[src/rtl/chg_mode_pkg.sv]
package chg_mode_pkg;
   // input flag vector positions
   localparam int FL_VHI   = 0;
   localparam int FL_VLO   = 1;
   localparam int FL_COLD  = 2;
   localparam int FL_HOT   = 3;
   localparam int FL_TMR   = 4;
   localparam int FL_HOLD  = 5;
   localparam int FL_SLOPE = 6;
   localparam int NUM_FLAG = 7;
   // cause vector positions (exported on cause_o)
   localparam int CZ_VWIN  = 0;
   localparam int CZ_COLD  = 1;
   localparam int CZ_HOT   = 2;
   localparam int CZ_TMR   = 3;
   localparam int CZ_SLOPE = 4;
   localparam int NUM_CAUSE = 5;
   typedef logic [NUM_FLAG-1:0]  flag_vec_t;
   typedef logic [NUM_CAUSE-1:0] cause_vec_t;
endpackage

[src/rtl/chg_flag_sync.sv]
module chg_flag_sync #(
   parameter int W      = 7,
   parameter int STAGES = 1
) (
   input  logic         clk,
   input  logic         rst_n,
   input  logic [W-1:0] d,
   output logic [W-1:0] q
);
   if (STAGES < 1 || STAGES > 4) begin : g_bad_stages
      $error("chg_flag_sync: STAGES must be 1..4");
   end
   if (W < 1) begin : g_bad_w
      $error("chg_flag_sync: W must be positive");
   end

   if (STAGES == 1) begin : g_single
      always_ff @(posedge clk or negedge rst_n) begin
         if (!rst_n) q <= '0;
         else        q <= d;
      end
   end else begin : g_chain
      logic [W-1:0] stg [STAGES];
      always_ff @(posedge clk or negedge rst_n) begin
         if (!rst_n) stg[0] <= '0;
         else        stg[0] <= d;
      end
      for (genvar i = 1; i < STAGES; i++) begin : g_stage
         always_ff @(posedge clk or negedge rst_n) begin
            if (!rst_n) stg[i] <= '0;
            else        stg[i] <= stg[i-1];
         end
      end
      assign q = stg[STAGES-1];
   end
endmodule

[src/rtl/chg_cause_reg.sv]
module chg_cause_reg
   import chg_mode_pkg::*;
#(
   parameter bit TMR_STICKY = 1'b1
) (
   input  logic       clk,
   input  logic       rst_n,
   input  flag_vec_t  flg,
   output cause_vec_t cause_d,
   output cause_vec_t cause_q
);
   logic slope_ok;
   assign slope_ok = flg[FL_SLOPE] & flg[FL_HOLD];

   always_comb begin
      cause_d[CZ_VWIN]  = flg[FL_VHI] | flg[FL_VLO];
      cause_d[CZ_COLD]  = flg[FL_COLD];
      cause_d[CZ_HOT]   = cause_q[CZ_HOT] | flg[FL_HOT];
      cause_d[CZ_SLOPE] = cause_q[CZ_SLOPE] | slope_ok;
      cause_d[CZ_TMR]   = flg[FL_TMR];
      if (TMR_STICKY) cause_d[CZ_TMR] = cause_q[CZ_TMR] | flg[FL_TMR];
   end

   always_ff @(posedge clk or negedge rst_n) begin
      if (!rst_n) cause_q <= '0;
      else        cause_q <= cause_d;
   end

   AST_SLOPE_HELD: assert property (@(posedge clk) disable iff (!rst_n)
      cause_q[CZ_SLOPE] |=> cause_q[CZ_SLOPE]);
   AST_SLOPE_GATED: assert property (@(posedge clk) disable iff (!rst_n)
      $rose(cause_q[CZ_SLOPE]) |-> $past(flg[FL_HOLD] && flg[FL_SLOPE]));
   AST_HOT_HELD: assert property (@(posedge clk) disable iff (!rst_n)
      cause_q[CZ_HOT] |=> cause_q[CZ_HOT]);
   AST_COLD_CLEARS: assert property (@(posedge clk) disable iff (!rst_n)
      !flg[FL_COLD] |=> !cause_q[CZ_COLD]);
   AST_VWIN_CLEARS: assert property (@(posedge clk) disable iff (!rst_n)
      !(flg[FL_VHI] || flg[FL_VLO]) |=> !cause_q[CZ_VWIN]);
   if (TMR_STICKY) begin : g_tmr_chk
      AST_TMR_HELD: assert property (@(posedge clk) disable iff (!rst_n)
         cause_q[CZ_TMR] |=> cause_q[CZ_TMR]);
   end
endmodule

[src/rtl/chg_mode_out.sv]
module chg_mode_out
   import chg_mode_pkg::*;
(
   input  logic       clk,
   input  logic       rst_n,
   input  cause_vec_t cause_d,
   output logic       fast_q
);
   always_ff @(posedge clk or negedge rst_n) begin
      if (!rst_n) fast_q <= 1'b1;
      else        fast_q <= ~|cause_d;
   end

   AST_TRICKLE_ON_CAUSE: assert property (@(posedge clk) disable iff (!rst_n)
      (|cause_d) |=> !fast_q);
endmodule

[src/rtl/chg_mode_ctrl.sv]
module chg_mode_ctrl
   import chg_mode_pkg::*;
#(
   parameter int SYNC_STAGES = 1,
   parameter bit TMR_STICKY  = 1'b1
) (
   input  logic       clk,
   input  logic       rst_n,
   input  logic       v_hi,
   input  logic       v_lo,
   input  logic       t_cold,
   input  logic       t_hot,
   input  logic       tmr_done,
   input  logic       hold_done,
   input  logic       slope_drop,
   output logic       fast_o,
   output logic [4:0] cause_o
);
   if (NUM_CAUSE != 5) begin : g_bad_pkg
      $error("chg_mode_ctrl: cause vector width mismatch");
   end

   flag_vec_t  raw, flg;
   cause_vec_t c_d, c_q;

   always_comb begin
      raw              = '0;
      raw[FL_VHI]      = v_hi;
      raw[FL_VLO]      = v_lo;
      raw[FL_COLD]     = t_cold;
      raw[FL_HOT]      = t_hot;
      raw[FL_TMR]      = tmr_done;
      raw[FL_HOLD]     = hold_done;
      raw[FL_SLOPE]    = slope_drop;
   end

   chg_flag_sync #(.W(NUM_FLAG), .STAGES(SYNC_STAGES)) u_sync (
      .clk(clk), .rst_n(rst_n), .d(raw), .q(flg));

   chg_cause_reg #(.TMR_STICKY(TMR_STICKY)) u_cause (
      .clk(clk), .rst_n(rst_n), .flg(flg), .cause_d(c_d), .cause_q(c_q));

   chg_mode_out u_out (
      .clk(clk), .rst_n(rst_n), .cause_d(c_d), .fast_q(fast_o));

   assign cause_o = c_q;

   AST_FAST_MEANS_CLEAR: assert property (@(posedge clk) disable iff (!rst_n)
      fast_o |-> (cause_o == '0));
   AST_CAUSE_MEANS_TRICKLE: assert property (@(posedge clk) disable iff (!rst_n)
      (|cause_o) |-> !fast_o);
endmodule

[config.mk]
export PLATFORM = sky130hd
export DESIGN_NAME = chg_mode_ctrl
export DESIGN_NICKNAME = d
export VERILOG_FILES = /design/src/rtl/chg_mode_pkg.sv /design/src/rtl/chg_flag_sync.sv /design/src/rtl/chg_cause_reg.sv /design/src/rtl/chg_mode_out.sv /design/src/rtl/chg_mode_ctrl.sv
export SDC_FILE = /design/constraint.sdc
export NUM_CORES = 1
export LEC_CHECK = 0
export BUFFER_PORTS_ARGS = -buffer_cell sky130_fd_sc_hd__buf_4
export CORE_AREA = 2 2 39 41
export DETAILED_ROUTE_END_ITERATION = 12
export DIE_AREA = 0 0 41 43
export SYNTH_ARGS = -nofsm -noshare
export SYNTH_HDL_FRONTEND = slang
export SYNTH_SLANG_ARGS = --single-unit
export TNS_END_PERCENT = 5
[constraint.sdc]
create_clock -name clk -period 1.1 [get_ports clk]
set_clock_uncertainty 0.15 [all_clocks]
set_input_delay 0.055 -clock clk [delete_from_list [all_inputs] [get_ports clk]]
set_output_delay 0.055 -clock clk [all_outputs]
set_load 0.02 [all_outputs]
==> key figures, run 1 <==
Drt
  – WL final: 582 um
  – Vias: 238
  – DR DRC count: 0
  – Starting DRT DRC Count: 4
  – Post-DRT Antenna Nets: 0
  – Via density: 3.90
  – Drt pass-1 iters: 2
  – WL per Instance: 9.54 um

Clock tree
  – CTS max path bufs: 2
  – Post-CTS Setup Bufs: 0
  – TritonCTS clock tree: yes
  – Clk_lat worst skew: 260 ps
  – CTS Buf Count: 3
  – CTS root buffer: clkbuf_4
  – Number of H-tree levels: 1
  – Clock Pin Slew Worst Setup and Hold Paths: 70 ps
  – CTS Sinks: 13

Cells and area
  – Layout Area Growth over Synthesis: 63.3%
  – Most frequent cells in the layout: buf_4 (13), dfrtp_1 (12), dlygate4sd3_1 (8)
  – # diodes: 0
  – Most common cell after layout, fill and taps aside: buf_4
  – Fillcell total: 123
  – Final nets: 55
  – Non-Filler Instances: 61
  – Fraction of layout instances using a drive strength above 1: 44.4%

Critical path
  – Slowest Stage Delay on Critical Path: 380 ps
  – CP cell instances: or3_1, nor4_2
  – Setup CP Type: register to register
  – CP arrival: 1150 ps
  – Worst Setup SP: u_sync.q[2]
  – WP buf/inv: 0
  – CP Capture Type: register
  – Largest delay share family, worst path: simple AND/OR/NAND/NOR gates
  – CP startpoint kind: register
  – CP max-delay cell: or3_1
  – Critical path required time: 1130 ps
  – Crit path max fanout: 2
  – Crit Reg-Reg Startpoint: u_sync.q[2]

Floorplanning
  – Core box area: 1380 sq um
  – Starting Density: 26.9%
  – Die area: 1760 sq um
  – Num rows: 14
  – Chip Height: 43 um
  – I/O pins: 15
  – Die W: 41 um

Global route
  – Largest net degree at the start of global routing: 14
  – Initial antenna violation count: 0
  – Global-route wire length before repair: 890 um
  – GR Util All Layers: 8.21%
  – GRT overflow: 0
  – Number of global-route vias before repair: 234

Power and ir drop
  – Leak Pwr: 0.000262 uW
  – PwrDens: 1370 nW/um^2
  – PnR Total Power: 834 uW
  – Max VDD drop: 591 uV

STA
  – Maximum operating frequency: 888 MHz
  – Final slew viol count: 0
  – Slew margin rel.: 86.8%
  – Final critical-path share of the clock period: 102%
  – RSZ-0062 raised after global routing: yes
  – Final Hold Slack: 12.8 ps
  – Setup TNS: -27.9 ps
  – Hold Fails Final Rpt: 0
  – Fin crit period: 1130 ps
  – Final setup fails: 2
  – Post-route setup slack: -25.8 ps
  – Slew at the pin with the worst max-slew slack: 197 ps

Status
  – Status: complete, but fails checks
  – Failing checks: setup timing

Synth
  – Register area share after synthesis: 87.9%
  – Synthesized area per cell: 19.6 sq um
  – Synthesized cell area: 372 sq um
  – Post-Syn Nets: 28
  – Post-Syn Instances: 19
  – Synth warnings: 0
  – Unique masters post-synth: 7
  – FF+latch count, synth: 13

Min path
  – HP Class: input pin to asynchronous set/reset pin

Placed design
  – Post-detail-place hpwl: 446 um
  – DP Cell Count: 49
  – GPL Wtd Cong: 0.616
  – Port Buffers: 14

Run
  – Max cap viols: 0
## sequential cells by signal (all words and copies together) (netlist names)
register         count
u_sync.q             7
u_out.fast_q         1
u_cause.cause_q      5
## worst reg2reg max path, cell delays in order (launching register included)
cell and delay [ps]:
dfrtp_1 370, or3_1 380, nor4_2 140
## area by class of cell
type | count | area (sq um) | area share, %
flip-flops and latches | 13 | 327 | 53.8
repair buffers | 22 | 189 | 31.1
multi-input cells | 6 | 45.0 | 7.42
clock buffers | 4 | 26.3 | 4.33
well taps | 16 | 20.0 | 3.30
## per-stage QoR
stage	setup slack, ps	area, sq um	utilization [%]
floorplan	-43.9	372	-
global placement	10.0	497	35.9
detailed placement	-18.1	497	35.9
CTS	-38.6	607	43.9
global route	-98.5	607	43.9
finish	-25.8	607	43.9
## worst paths after layout
kind | to | slack (ps) | cells after the start
worst max register to register | u_out.fast_q | -30 | 2
worst min register to register | u_cause.cause_q[1] | 220 | 0
worst min-delay path | u_cause.cause_q[1] | 10 | 2
max in group asynchronous | u_out.fast_q | 560 | 2
min in group clk | u_cause.cause_q[1] | 220 | 0
worst max-delay path | u_out.fast_q | -30 | 2
## report_power, final
part           total, uW  internal [uW]  switching, uW
sequential           499            494           4.25
clock                271            140            131
combinational       64.4           41.8           22.7
## cells by family after synthesis
family / synth area share [%]
flops: 87.9
simple gates: 10.1
compound gates: 2.02
## Yosys cell counts
library cell,n,area share (%)
or2_1,2,3.4
a21o_1,1,2.0
dfrtp_1,12,81
or2_2,1,1.7
dfstp_2,1,7.1
nor4_2,1,3.4
or3_1,1,1.7
## per-layer routing
layer / vias up / track usage (%) / share of wire (%)
met3: 0 / 6.28 / 14
li1: 113 / - / -
met4: 0 / 6.00 / 0
met1: 108 / 7.96 / 43
met2: 17 / 11.3 / 42
met5: - / 0 / 0
## timing repair
action,in CTS,in global routing
hold endpoints to repair,20,0
cloned,0,0
resized for setup,1,0
endpoints found under the setup margin,2,2
hold buffers,8,0
Note: power is estimated with default switching activity, not from simulation.
==> run 2: changes to the inputs <==
--- a/config.mk
+++ b/config.mk
@@ -11,5 +11,6 @@
 export DIE_AREA = 0 0 41 43
 export SYNTH_ARGS = -nofsm -noshare
 export SYNTH_HDL_FRONTEND = slang
+export SYNTH_HIERARCHICAL = 1
 export SYNTH_SLANG_ARGS = --single-unit
 export TNS_END_PERCENT = 5
==> key figures, run 2 <==
Synth
  – Post-synthesis compound-gate area fraction: 2.02% (unchanged)
  – Register area share after synthesis: 87.9% (unchanged)
  – Asr flop ratio synth: 100% (unchanged)
  – Share of Yosys cell area claimed by the top area cell type: 80.8% (unchanged)
  – Synth warnings: 6 (was 0)
  – Unique masters post-synth: 7 (unchanged)
  – Post-Syn Nets: 29 (was 28)
  – Post-Syn Instances: 20 (was 19)
  – Largest family of logic cells by synthesized area: simple AND/OR/NAND/NOR gates (unchanged)
  – Synthesized cell area: 372 sq um (unchanged)
  – Top-count cell post-synth: dfrtp_1 (unchanged)
  – Synth Area in Adders: 0% (unchanged)
  – Synth top area cells: dfrtp_1 (81%), dfstp_2 (7.1%), or2_1 (5.1%), a21o_1 (2.0%), buf_4 (2.0%) (was dfrtp_1 (81%), dfstp_2 (7.1%), nor4_2 (3.4%), or2_1 (3.4%), a21o_1 (2.0%))
  – Most used DFF post-synth: dfrtp_1 (unchanged)
  – Post-synthesis mux area share: 0% (unchanged)
  – FF+latch count, synth: 13 (unchanged)
  – Synth cell count leaders: dfrtp_1 (12), or2_1 (3) (was dfrtp_1 (12), or2_1 (2))
  – Post-synth EDFFs: 0 (unchanged)
  – Yosys top cell by area: dfrtp_1 (unchanged)
  – XOR/XNOR Fraction of Synth Area: 0% (unchanged)
  – Synthesized area per cell: 18.6 sq um (was 19.6 sq um)
  – Synth Area in Simple Gates: 8.08% (was 10.1%)

Drt
  – Post-DRT Antenna Nets: 0 (unchanged)
  – WL per Instance: 8.70 um (was 9.54 um)
  – Starting DRT DRC Count: 1 (was 4)
  – Via density: 3.77 (was 3.90)
  – DR DRC count: 0 (unchanged)
  – Drt pass-1 iters: 2 (unchanged)
  – Vias: 241 (was 238)
  – WL final: 557 um (was 582 um)

Floorplanning
  – Starting Density: 26.9% (unchanged)
  – I/O pins: 15 (unchanged)
  – Die area: 1760 sq um (unchanged)
  – Chip Height: 43 um (unchanged)
  – Core box area: 1380 sq um (unchanged)
  – Die W: 41 um (unchanged)
  – Num rows: 14 (unchanged)

Clock tree
  – TritonCTS clock tree: yes (unchanged)
  – Number of H-tree levels: 1 (unchanged)
  – CTS max path bufs: 2 (unchanged)
  – CTS Buf Count: 3 (unchanged)
  – CTS root buffer: clkbuf_4 (unchanged)
  – CTS Sinks: 13 (unchanged)
  – Clock Pin Slew Worst Setup and Hold Paths: 70 ps (about the same)
  – Clk_lat worst skew: 260 ps (about the same)

Cells and area
  – Fillcell total: 129 (was 123)
  – Max reg flops: 7 (unchanged)
  – Biggest regs: u_sync/q x7, u_cause/cause_q x5, u_out/fast_q x1 (was u_sync.q x7, u_cause.cause_q x5, u_out.fast_q x1)
  – Layout Area Growth over Synthesis: 71.4% (was 63.3%)
  – Final nets: 58 (was 55)
  – Most frequent cells in the layout: buf_4 (12), dfrtp_1 (12), dlygate4sd3_1 (8) (was buf_4 (13), dfrtp_1 (12), dlygate4sd3_1 (8))
  – Final instance area: 637 sq um (was 607 sq um)
  – Top reg by flops: u_sync/q (was u_sync.q)
  – Fraction of layout instances using a drive strength above 1: 43.8% (was 44.4%)
  – # diodes: 0 (unchanged)

Global route
  – Largest net degree at the start of global routing: 14 (unchanged)
  – Number of global-route vias before repair: 277 (was 234)
  – Initial antenna violation count: 0 (unchanged)
  – GR Util All Layers: 8.74% (was 8.21%)
  – GRT overflow: 0 (unchanged)
  – Global-route wire length before repair: 945 um (was 890 um)

STA
  – Slew margin rel.: 89.7% (was 86.8%)
  – Setup TNS: -328 ps (was -27.9 ps)
  – Final setup fails: 2 (unchanged)
  – RSZ-0062 raised after global routing: yes (unchanged)
  – Maximum operating frequency: 704 MHz (was 888 MHz)
  – Post-route setup slack: -320 ps (was -25.8 ps)
  – Slew at the pin with the worst max-slew slack: 154 ps (was 197 ps)
  – Final Hold Slack: 10.7 ps (was 12.8 ps)
  – Final slew viol count: 0 (unchanged)
  – Final critical-path share of the clock period: 129% (was 102%)
  – Fin crit period: 1420 ps (was 1130 ps)
  – Hold Fails Final Rpt: 0 (unchanged)

Power and ir drop
  – Leak Pwr: 0.000281 uW (was 0.000262 uW)
  – PwrDens: 1310 nW/um^2 (was 1370 nW/um^2)
  – Max VDD drop: 435 uV (was 591 uV)

Critical path
  – CP cell instances: or2_1, or4_1, nor2_1 (was or3_1, nor4_2)
  – R2R Setup Slk: -320 ps (was -30 ps)
  – CP max-delay cell: or4_1 (was or3_1)
  – Largest delay share family, worst path: simple AND/OR/NAND/NOR gates (unchanged)
  – CP startpoint kind: register (unchanged)
  – Critical path required time: 1150 ps (was 1130 ps)
  – Setup CP Type: register to register (unchanged)
  – CP arrival: 1470 ps (was 1150 ps)
  – Crit path max fanout: 2 (unchanged)
  – WP buf/inv: 0 (unchanged)
  – Slowest Stage Delay on Critical Path: 460 ps (was 380 ps)
  – CP Capture Type: register (unchanged)

Placed design
  – Post-detail-place hpwl: 415 um (was 446 um)
  – GPL Wtd Cong: 0.616 (about the same)
  – Placed Area: 504 sq um (was 497 sq um)
  – Port Buffers: 14 (unchanged)

Run
  – Max cap viols: 0 (unchanged)

Status
  – Failing checks: setup timing (unchanged)
  – Status: complete, but fails checks (unchanged)

Min path
  – HP Class: input pin to asynchronous set/reset pin (unchanged)
-- run 2: layout make-up --
| type | count | area [sq um] | share of cell area [%] |
|---|---|---|---|
| tap | 16 | 20.0 | 3.14 |
| timing repair buffer | 25 | 226 | 35.6 |
| clock buffer | 4 | 26.3 | 4.13 |
| multi-input combinational | 6 | 37.5 | 5.89 |
| sequential | 13 | 327 | 51.3 |
-- run 2: timing repair --
action	in CTS	in global routing
buffers inserted	0	1
pin swaps	0	4
endpoints found under the setup margin	4	4
hold buffers	8	0
hold endpoints to repair	20	0
gates resized for setup	5	0
-- run 2: logic make-up (layout without fill, tap and decap cells) --
logic type             after synthesis  count (layout)
flip-flops                          13              13
AND/OR/NAND/NOR                      5               5
AO/OA/AOI/OAI                        1               1
buffers and inverters                1              29
-- run 2: final timing paths --
path,from,to,cells after the start
hold reg to reg,u_sync/q[2],u_cause/cause_q[1],0
hold / removal,rst_n,u_sync/q[3],2
setup / recovery,u_cause/cause_q[2],u_out/fast_q,3
setup reg to reg,u_cause/cause_q[2],u_out/fast_q,3
min in group clk,u_sync/q[2],u_cause/cause_q[1],0
max in group asynchronous,rst_n,u_out/fast_q,2
-- run 2: worst register-to-register path, stage by stage (launching register included) --
cell	delay, ps
dfrtp_1	400
or2_1	230
or4_1	460
nor2_1	120
-- run 2: report_power, final --
group	total [uW]	internal [uW]	switching, uW
registers	498	494	3.64
logic	66.8	43.9	22.9
clock network	272	140	132
total	837	678	159
-- run 2: through the flow --
stage / setup slack [ps] / util, % / std cells / total power (uW)
CTS: -304 / 45.5 / 63 / 854
global placement: -254 / 36.4 / 51 / 548
detailed placement: -287 / 36.4 / 51 / 550
global route: -356 / 46.0 / 64 / 884
finish: -320 / 46.0 / 64 / 837
floorplan: -318 / - / 20 / 516
-- run 2: per-layer routing --
| metal | up-vias | GRT usage (%) | wire length [um] |
|---|---|---|---|
| li1 | 119 | - | - |
| met1 | 111 | 8.36 | 219 |
| met2 | 11 | 12.5 | 274 |
| met3 | 0 | 3.14 | 63 |
| met4 | 0 | 10.0 | 0 |
| met5 | - | 0 | 0 |
==> run 3: changes to the inputs <==
--- a/config.mk
+++ b/config.mk
@@ -5,10 +5,13 @@
 export SDC_FILE = /design/constraint.sdc
 export NUM_CORES = 1
 export LEC_CHECK = 0
+export ABC_AREA = 1
 export BUFFER_PORTS_ARGS = -buffer_cell sky130_fd_sc_hd__buf_4
-export CORE_AREA = 2 2 39 41
+export CELL_PAD_IN_SITES_DETAIL_PLACEMENT = 1
+export CELL_PAD_IN_SITES_GLOBAL_PLACEMENT = 2
+export CORE_UTILIZATION = 24
 export DETAILED_ROUTE_END_ITERATION = 12
-export DIE_AREA = 0 0 41 43
+export PLACE_DENSITY_LB_ADDON = 0.1
 export SYNTH_ARGS = -nofsm -noshare
 export SYNTH_HDL_FRONTEND = slang
 export SYNTH_HIERARCHICAL = 1
==> key figures, run 3 <==
Floorplanning
  – Core box area: 1540 sq um (was 1380 sq um)
  – I/O pins: 15 (unchanged)
  – Die area: 1860 sq um (was 1760 sq um)
  – Chip Height: 43.1 um (was 43 um)
  – Die W: 43.1 um (was 41 um)
  – Starting Density: 26.3% (was 26.9%)
  – Num rows: 14 (unchanged)

Min path
  – HP Class: input pin to asynchronous set/reset pin (unchanged)

Clock tree
  – Number of H-tree levels: 1 (unchanged)
  – Post-CTS Setup Bufs: 0 (unchanged)
  – Clk_lat worst skew: 270 ps (was 260 ps)
  – CTS Hold Bufs: 9 (was 8)
  – Clock Pin Slew Worst Setup and Hold Paths: 80 ps (was 70 ps)
  – CTS root buffer: clkbuf_4 (unchanged)
  – CTS max path bufs: 2 (unchanged)
  – CTS Sinks: 13 (unchanged)
  – TritonCTS clock tree: yes (unchanged)
  – CTS Buf Count: 3 (unchanged)

STA
  – Final Hold Slack: -13.4 ps (was 10.7 ps)
  – Final setup fails: 1 (was 2)
  – Slew margin rel.: 89.2% (was 89.7%)
  – Post-route setup slack: -8.18 ps (was -320 ps)
  – RSZ-0062 raised after global routing: yes (unchanged)
  – Fin crit period: 1110 ps (was 1420 ps)
  – Final critical-path share of the clock period: 101% (was 129%)
  – Maximum operating frequency: 902 MHz (was 704 MHz)
  – Hold Fails Final Rpt: 9 (was 0)
  – Slew at the pin with the worst max-slew slack: 162 ps (was 154 ps)
  – Final slew viol count: 0 (unchanged)

Synth
  – Synth warnings: 6 (unchanged)
  – Asr flop ratio synth: 100% (unchanged)
  – Share of Yosys cell area claimed by the top area cell type: 74.1% (was 80.8%)
  – Register area share after synthesis: 80.6% (was 87.9%)
  – Unique masters post-synth: 6 (was 7)
  – Synthesized cell area: 405 sq um (was 372 sq um)
  – FF+latch count, synth: 13 (unchanged)
  – Post-Syn Nets: 42 (was 29)
  – Post-synth EDFFs: 0 (unchanged)
  – Synth top area cells: dfrtp_1 (74%), inv_1 (9.3%), dfstp_2 (6.5%), nand2_1 (6.5%), buf_4 (1.9%) (was dfrtp_1 (81%), dfstp_2 (7.1%), or2_1 (5.1%), a21o_1 (2.0%), buf_4 (2.0%))
  – Synthesized area per cell: 12.3 sq um (was 18.6 sq um)
  – Most used DFF post-synth: dfrtp_1 (unchanged)
  – Top-count cell post-synth: dfrtp_1 (unchanged)
  – Synth cell count leaders: dfrtp_1 (12), inv_1 (10), nand2_1 (7) (was dfrtp_1 (12), or2_1 (3))
  – Post-Syn Instances: 33 (was 20)
  – Yosys top cell by area: dfrtp_1 (unchanged)

Placed design
  – Port Buffers: 14 (unchanged)
  – GPL Wtd Cong: 0.643 (was 0.616)
  – DP Cell Count: 62 (was 51)
  – Placed Area: 523 sq um (was 504 sq um)
  – Post-detail-place hpwl: 508 um (was 415 um)

Drt
  – Vias: 290 (was 241)
  – Drt pass-1 iters: 3 (was 2)
  – DR DRC count: 0 (unchanged)
  – Met3 WL post-DR: 39 um (was 63 um)
  – Max layer used: met3 (unchanged)
  – Post-DRT Antenna Nets: 0 (unchanged)
  – Metal1 wirelength: 283 um (was 219 um)
  – WL final: 739 um (was 557 um)
  – WL met2: 416 um (was 274 um)
  – WL per Instance: 9.85 um (was 8.70 um)
  – Via density: 3.87 (was 3.77)
  – Starting DRT DRC Count: 4 (was 1)

Global route
  – GR Util All Layers: 10.1% (was 8.74%)
  – Number of global-route vias before repair: 337 (was 277)
  – Largest net degree at the start of global routing: 12 (was 14)
  – Global-route wire length before repair: 1.32 mm (was 945 um)
  – Initial antenna violation count: 0 (unchanged)
  – GRT overflow: 0 (unchanged)

Critical path
  – CP startpoint kind: register (unchanged)
  – WP depth: 1 (was 3)
  – Largest delay share family, worst path: flip-flops (was simple AND/OR/NAND/NOR gates)
  – CP arrival: 900 ps (was 1470 ps)
  – CP cell instances: buf_6 (was or2_1, or4_1, nor2_1)
  – R2R depth: 5 (was 3)
  – Slowest Stage Delay on Critical Path: 530 ps (was 460 ps)
  – CP Capture Type: primary output (was register)
  – CP max-delay cell: dfstp_2 (was or4_1)
  – Crit Reg-Reg Startpoint: u_cause/cause_q[3] (was u_cause/cause_q[2])
  – WP buf/inv: 1 (was 0)
  – R2R Setup Slk: 150 ps (was -320 ps)
  – Setup CP Type: register to primary output (was register to register)
  – Worst R2R End: u_out/fast_q (unchanged)
  – Critical path required time: 890 ps (was 1150 ps)
  – Crit path max fanout: 1 (was 2)

Cells and area
  – Fraction of layout instances using a drive strength above 1: 30.5% (was 43.8%)
  – Final instance area: 646 sq um (was 637 sq um)
  – Most common cell after layout, fill and taps aside: buf_4
  – Most frequent cells in the layout: buf_4 (13), dfrtp_1 (12), inv_1 (10) (was buf_4 (12), dfrtp_1 (12), dlygate4sd3_1 (8))
  – Layout Area Growth over Synthesis: 59.3% (was 71.4%)
  – Non-Filler Instances: 75 (was 64)
  – Max reg flops: 7 (unchanged)
  – Fillcell total: 170 (was 129)
  – Final nets: 69 (was 58)
  – Biggest regs: u_sync/q x7, u_cause/cause_q x5, u_out/fast_q x1 (unchanged)
  – # diodes: 0 (unchanged)
  – Top reg by flops: u_sync/q (unchanged)

Power and ir drop
  – Leak Pwr: 0.000353 uW (was 0.000281 uW)
  – Share of power burned in the clock network: 33.8% (was 32.5%)
  – Switching share of total power: 21.1% (was 18.9%)
  – PwrDens: 1340 nW/um^2 (was 1310 nW/um^2)
  – Psw: 182 uW (was 159 uW)
  – PnR Total Power: 862 uW (was 837 uW)
  – Max VDD drop: 573 uV (was 435 uV)
  – Internal power: 681 uW (was 678 uW)
  – Combinational share of power: 8.3% (was 8.0%)
  – Reg power frac: 57.9% (was 59.5%)

Run
  – Max cap viols: 0 (unchanged)

Status
  – Failing checks: hold timing, setup timing (was setup timing)
  – Status: complete, but fails checks (unchanged)
## run 3: kinds of logic (layout without fill, tap and decap cells)
group | Yosys count | after routing | synth area share (%)
buffers and inverters | 11 | 37 | 11.1
flip-flops | 13 | 13 | 80.6
AND/OR/NAND/NOR | 9 | 9 | 8.34
## run 3: what timing repair did
action	4_1_cts	5_1_grt
resized for setup	1	1
hold endpoints to repair	20	9
endpoints found under the setup margin	1	4
## run 3: metal layers
layer | up-vias | global-route usage [%]
met3 | 0 | 3.83
met4 | 0 | 7.27
li1 | 141 | -
met5 | - | 0
met1 | 140 | 10.0
met2 | 9 | 17.0
## run 3: through the flow
step / setup slack (ps) / setup TNS [ps] / utilization, %
after global placement: 177 / 0 / 33.9
after floorplan: 132 / 0 / -
after global routing: -58.4 / -58.4 / 41.9
final: -8.18 / -8.18 / 41.9
after detailed placement: 145 / 0 / 33.9
after CTS: -26.1 / -31.5 / 41.7
## run 3: how the worst max path moves through the flow
stage / from / endpoint / slack [ps]
6_report: u_out/fast_q / fast_o / -8
2_1_floorplan: u_cause/cause_q[3] / u_out/fast_q / 130
3_5_place_dp: u_cause/cause_q[3] / u_out/fast_q / 150
4_1_cts: u_out/fast_q / fast_o / -30
3_3_place_gp: u_cause/cause_q[3] / u_out/fast_q / 180
5_1_grt: u_out/fast_q / fast_o / -60
## run 3: worst reg2reg max path, delay by kind of cell (launching register included)
kind          cells  cell delay [ps]
simple gates      4              310
buf+inv           1               50
flops             1              390
## run 3: layout make-up
| class | count | area, sq um | share of cell area (%) |
|---|---|---|---|
| well taps | 16 | 20.0 | 3.10 |
| clock buffers | 4 | 26.3 | 4.07 |
| repair buffers | 23 | 201 | 31.2 |
| multi-input cells | 9 | 33.8 | 5.23 |
| flip-flops and latches | 13 | 327 | 50.6 |
| inverters | 10 | 37.5 | 5.81 |
## run 3: power groups by stage
stage,Combinational (uW),Clock [uW],Sequential [uW]
after floorplan,7.40,0,513
after global placement,45.4,0,508
after detailed placement,47.7,0,509
after CTS,73.1,311,499
after global routing,79.2,332,501
final,71.6,292,499
